`src/rtl/vsr_pkg.sv`:
```
package vsr_pkg;
  // bit slots per pixel period
  localparam int UI_PER_PIX = 7;
  // clock lane shape, bit [UI_PER_PIX-1] leaves first
  localparam logic [UI_PER_PIX-1:0] CLK_SHAPE = 7'b1100011;

  // parallel bit index sent in serial slot pos (slot 0 first): 1,0,6,5,4,3,2
  function automatic int src_bit(input int pos);
    return (pos < 2) ? (1 - pos) : (UI_PER_PIX + 1 - pos);
  endfunction
endpackage

```
`src/rtl/vsr_strobe.sv`:
```
module vsr_strobe (
  input  logic clk,
  input  logic rst_n,
  input  logic pix_clk,
  input  logic edge_sel,
  input  logic pwr_n,
  output logic cap,
  output logic load
);
  logic pix_q, pix_d;
  logic armed_q, armed_d;
  logic load_q, load_d;
  logic edge_seen;

  always_comb begin
    edge_seen = (pix_clk != pix_q) && (pix_clk == edge_sel);
    cap       = armed_q && pwr_n && edge_seen;
    pix_d     = pix_clk;
    armed_d   = 1'b1;
    load_d    = cap;
  end

  always_ff @(posedge clk or negedge rst_n) begin
    if (!rst_n) begin
      pix_q   <= 1'b0;
      armed_q <= 1'b0;
      load_q  <= 1'b0;
    end else begin
      pix_q   <= pix_d;
      armed_q <= armed_d;
      load_q  <= load_d;
    end
  end

  assign load = load_q;
endmodule

```
`src/rtl/vsr_bank.sv`:
```
module vsr_bank #(
  parameter int LANES = 5
) (
  input  logic                                  clk,
  input  logic                                  rst_n,
  input  logic                                  clr,
  input  logic                                  cap,
  input  logic                                  load,
  input  logic                                  active,
  input  logic [LANES-1:0]                      lane_dis,
  input  logic [LANES*vsr_pkg::UI_PER_PIX-1:0]  pix,
  output logic [LANES-1:0]                      ser,
  output logic                                  clk_ser
);
  import vsr_pkg::*;
  localparam int W = LANES * UI_PER_PIX;

  logic [W-1:0] hold_q, hold_d;

  always_comb begin
    if (clr)      hold_d = '0;
    else if (cap) hold_d = pix;
    else          hold_d = hold_q;
  end

  always_ff @(posedge clk or negedge rst_n) begin
    if (!rst_n) hold_q <= '0;
    else        hold_q <= hold_d;
  end

  for (genvar l = 0; l < LANES; l++) begin : g_lane
    logic [UI_PER_PIX-1:0] sh_q, sh_d, ld_word;

    always_comb begin
      for (int p = 0; p < UI_PER_PIX; p++)
        ld_word[UI_PER_PIX-1-p] = hold_q[l*UI_PER_PIX + src_bit(p)];
      if (clr)       sh_d = '0;
      else if (load) sh_d = ld_word;
      else           sh_d = {sh_q[UI_PER_PIX-2:0], 1'b0};
    end

    always_ff @(posedge clk or negedge rst_n) begin
      if (!rst_n) sh_q <= '0;
      else        sh_q <= sh_d;
    end

    assign ser[l] = sh_q[UI_PER_PIX-1] & active & ~lane_dis[l];
  end

  logic [UI_PER_PIX-1:0] ck_q, ck_d;

  always_comb begin
    if (clr)       ck_d = '0;
    else if (load) ck_d = CLK_SHAPE;
    else           ck_d = {ck_q[UI_PER_PIX-2:0], 1'b0};
  end

  always_ff @(posedge clk or negedge rst_n) begin
    if (!rst_n) ck_q <= '0;
    else        ck_q <= ck_d;
  end

  assign clk_ser = ck_q[UI_PER_PIX-1] & active;
endmodule

```
`src/rtl/vsr_serializer.sv`:
```
module vsr_serializer #(
  parameter int LANES = 5
) (
  input  logic                                  clk,
  input  logic                                  rst_n,
  input  logic                                  pix_clk,
  input  logic                                  edge_sel,
  input  logic                                  dual_mode,
  input  logic                                  odd_en,
  input  logic                                  even_en,
  input  logic                                  pwr_n,
  input  logic [LANES-1:0]                      odd_lane_dis,
  input  logic [LANES-1:0]                      even_lane_dis,
  input  logic [LANES*vsr_pkg::UI_PER_PIX-1:0]  odd_pix,
  input  logic [LANES*vsr_pkg::UI_PER_PIX-1:0]  even_pix,
  output logic [LANES-1:0]                      odd_ser,
  output logic [LANES-1:0]                      even_ser,
  output logic                                  odd_clk_ser,
  output logic                                  even_clk_ser
);
  logic cap, load;
  logic odd_active, even_active, clr;

  always_comb begin
    clr         = ~pwr_n;
    odd_active  = pwr_n & odd_en;
    even_active = pwr_n & even_en & dual_mode;
  end

  vsr_strobe u_strobe (
    .clk      (clk),
    .rst_n    (rst_n),
    .pix_clk  (pix_clk),
    .edge_sel (edge_sel),
    .pwr_n    (pwr_n),
    .cap      (cap),
    .load     (load)
  );

  vsr_bank #(.LANES(LANES)) u_odd (
    .clk      (clk),
    .rst_n    (rst_n),
    .clr      (clr),
    .cap      (cap),
    .load     (load),
    .active   (odd_active),
    .lane_dis (odd_lane_dis),
    .pix      (odd_pix),
    .ser      (odd_ser),
    .clk_ser  (odd_clk_ser)
  );

  vsr_bank #(.LANES(LANES)) u_even (
    .clk      (clk),
    .rst_n    (rst_n),
    .clr      (clr),
    .cap      (cap),
    .load     (load),
    .active   (even_active),
    .lane_dis (even_lane_dis),
    .pix      (even_pix),
    .ser      (even_ser),
    .clk_ser  (even_clk_ser)
  );
endmodule

```
`config.mk`:
```
export PLATFORM = sky130hd
export DESIGN_NAME = vsr_serializer
export DESIGN_NICKNAME = d
export VERILOG_FILES = /design/src/rtl/vsr_pkg.sv /design/src/rtl/vsr_strobe.sv /design/src/rtl/vsr_bank.sv /design/src/rtl/vsr_serializer.sv
export SDC_FILE = /design/constraint.sdc
export NUM_CORES = 1
export LEC_CHECK = 0
export BUFFER_PORTS_ARGS = -buffer_cell sky130_fd_sc_hd__buf_2
export CAP_MARGIN = 20
export CORE_MARGIN = 3
export CORE_UTILIZATION = 56
export CTS_BUF_LIST = sky130_fd_sc_hd__clkbuf_16
export DETAILED_ROUTE_END_ITERATION = 12
export MAX_ROUTING_LAYER = met4
export PLACE_DENSITY = 0.8
export SLEW_MARGIN = 10
export SYNTH_ARGS = -nofsm -noshare
export SYNTH_HDL_FRONTEND = slang
export SYNTH_HIERARCHICAL = 1
export SYNTH_SLANG_ARGS = --single-unit
```
`constraint.sdc`:
```
create_clock -name clk -period 2.1 [get_ports clk]
set_input_delay 0.105 -clock clk [delete_from_list [all_inputs] [get_ports clk]]
set_output_delay 0.105 -clock clk [all_outputs]
set_load 0.1 [all_outputs]
```
==> flow_metrics.env <==
export IMPL_status="finished, final reports clean"
export IMPL_layout_drive_gt1_share_pct=21.1
export IMPL_relSlewSlack_pct=59.4
export IMPL_leakage_nw=3.85
export IMPL_synth_top_area_share_pct=61.4
export IMPL_pin_count=100
export IMPL_synthTopCellsByArea="dfrtp_1 (61%), mux2i_1 (20%), nor2_1 (9.0%)"
export IMPL_rr_worst_depth=5
export IMPL_ys_warn_count=6
export IMPL_cp_start_kind="input pin"
export IMPL_hp_start="even_pix[21]"
export IMPL_ys_ff_latch=157
export IMPL_dp_cells=733
export IMPL_nets=771
export IMPL_start_util_pct=58.2
export IMPL_fin_worst_skew_ns=0.00921
export IMPL_timing_rr_end="u_even/hold_q[8]"
export IMPL_reg2reg_from="u_strobe/pix_q"
export IMPL_syn_nets=599
export IMPL_holdPathStages=3
export IMPL_max_freq_mhz=556
export IMPL_drtAntennaViolNets=0
export IMPL_yosysSeqAreaShare_pct=61.4
export IMPL_drt_pass1_iterations=5
export IMPL_whs_endpoint="u_even/hold_q[21]"
export IMPL_worst_pin_slew_ns=0.608
export IMPL_avgViaCountPerCell=5.04
export IMPL_num_rows=38
export IMPL_crit_arrival_ns=2.10
export IMPL_dieArea_um2=12700
export IMPL_diodes=0
export IMPL_fin_crit_ns=1.80
export IMPL_die_w_um=113
export IMPL_ctsHtreeMaxLevel=4
export IMPL_grt_antenna_before_repair=0
export IMPL_grtUsageTotal_pct=23.0
export IMPL_routed_wl_um=13100
export IMPL_routabilityCongestion=0.788
export IMPL_synth_top_cell_by_area="dfrtp_1"
export IMPL_clock_latency_ns=0.42
export IMPL_clock_sinks=157
export IMPL_overflow=0
export IMPL_finalSetupViolations=0
export IMPL_fp_dieH_um=113
export IMPL_syn_area_um2=6400
export IMPL_async_reset_ff_share_pct=100
export IMPL_numCtsBuffers=17
export IMPL_clock_path_buffers=2
export IMPL_synthCells=511
export IMPL_grt_pass1_wl_um=22200
export IMPL_hold_buffers=71
export IMPL_first_global_vias=4606
export IMPL_cts_root_buffer="clkbuf_16"
export IMPL_cap_violations=0
export IMPL_synth_common_cells="dfrtp_1 (157), nor2_1 (154), mux2i_1 (130)"
export IMPL_drc=0
export IMPL_pwr_density_cell_nw_per_um2=813
export IMPL_vias=4211
export IMPL_end_kind="flop"
export IMPL_stdcell_count=836
export IMPL_required_ns=2.40
export IMPL_postSynthAreaPerCell_um2=12.5
export IMPL_r2r_setup_slack_ns=0.38
export IMPL_cts_setup_buffers=0
export IMPL_clkTransAtPathRegs_ns=0.06
export IMPL_synth_cell_types=17
export IMPL_cts_tree="yes"
export IMPL_hold_viol=0
export IMPL_first_iter_violations=202
export IMPL_wl_per_cell_um=15.6
export IMPL_cp_max_fo=35
export IMPL_core_area_um2=11000
export IMPL_hold_path_class="input pin to flop"
export IMPL_synth_most_common_cell="dfrtp_1"
export IMPL_worstSetupPathType="input pin to flop"
export IMPL_synth_edf_count=0
export IMPL_areaGrowthSynthToFinish_pct=28.3
export IMPL_peakVddDrop_v=0.000438
export IMPL_finalCritPeriodShare_pct=85.7
export IMPL_rsz0062_at_grt="false"
export IMPL_cts_resized=0
export IMPL_synth_main_ff_cell="dfrtp_1"
export IMPL_port_buffers=99
export IMPL_grt_max_degree=67
export IMPL_setup_tns_ns=0
export IMPL_final_max_slew_violation_count=0
export IMPL_dpl_hpwl_um=7560
[routing by layer]
metal	global-route usage (%)	part of all wire, %	routed length, µm
met3	5.99	4.1	537
met1	27.6	42	5540
met2	38.0	52	6790
met4	7.77	1.4	187
met5	-	0	0
[worst max-delay path by stage]
stage | slack [ns] | from | cells after the start | endpoint
global route | 0.21 | pix_clk | 7 | u_even/hold_q[14]
global placement | 0.46 | u_strobe/pix_q | 5 | u_odd/hold_q[30]
floorplan | 0.35 | dual_mode | 3 | even_ser[0]
detailed placement | 0.42 | u_strobe/pix_q | 5 | u_odd/hold_q[31]
CTS | 0.35 | pix_clk | 7 | u_odd/hold_q[31]
finish | 0.30 | pix_clk | 7 | u_even/hold_q[8]
[registers in the layout, indices dropped and copies added (netlist names)]
name / flops
u_strobe/load: 1
u_strobe/armed_q: 1
u_odd/ck_q: 7
u_strobe/pix_q: 1
u_even/g_lane.sh_q: 35
u_odd/g_lane.sh_q: 35
u_even/hold_q: 35
u_odd/hold_q: 35
u_even/ck_q: 7
[logic make-up after synthesis]
group	Yosys count	share of synthesized area, %
buffers and inverters	33	5.77
other	1	0.0586
multiplexers	130	20.3
flip-flops	157	61.4
AND/OR/NAND/NOR	189	12.3
AO/OA/AOI/OAI	1	0.0782
[cells in the final DEF (no fill, tap or decap)]
cell type,synthesis,layout
buf_2,10,98
nand3b_1,1,1
a21oi_4,0,1
clkinv_2,0,2
and2_2,1,1
dfrtp_4,0,1
nand2_1,11,11
clkbuf_16,0,17
nor2b_4,2,2
inv_4,0,1
clkinv_4,0,1
clkinv_1,0,1
or3b_1,1,1
nor2_1,154,154
buf_6,12,1
conb_1,1,1
dfrtp_1,157,156
and2_1,18,18
mux2i_1,130,130
inv_1,1,4
clkinvlp_4,0,2
dlygate4sd3_1,0,71
buf_12,6,4
buf_4,0,11
bufinv_16,0,4
and3_1,1,1
inv_6,0,1
[power breakdown]
part | internal [mW] | switching (mW) | total (mW)
Combinational | 0.226 | 0.219 | 0.446
Clock | 1.97 | 1.17 | 3.13
Sequential | 3.06 | 0.0270 | 3.09
Total | 5.26 | 1.41 | 6.67
[final cells by class]
type / count / area [µm²]
Tap cell: 140 / 175
Clock buffer: 17 / 425
Sequential cell: 157 / 3930
Clock inverter: 15 / 181
Inverter: 1 / 6.26
Fill cell: 711 / 2780
Multi-Input combinational cell: 321 / 2110
Timing Repair Buffer: 185 / 1380
[stage by stage]
step	utilization, %	setup WS [ns]	instance area (µm²)	hold WS (ns)	total power, mW
detailed placement	62.7	0.417	6890	0.142	3.49
floorplan	-	0.349	6400	-0.191	3.32
global placement	62.7	0.465	6890	0.136	3.48
global route	74.7	0.213	8210	0.0297	6.91
finish	74.7	0.301	8210	0.0205	6.67
CTS	74.7	0.346	8210	0.00871	6.73
[worst max-delay path: stages]
cell	delay, ns
dlygate4sd3_1	0.56
buf_2	0.15
or3b_1	0.39
a21oi_4	0.24
buf_12	0.30
mux2i_1	0.27
nor2_1	0.07
Power figures use the tool's default switching activity.
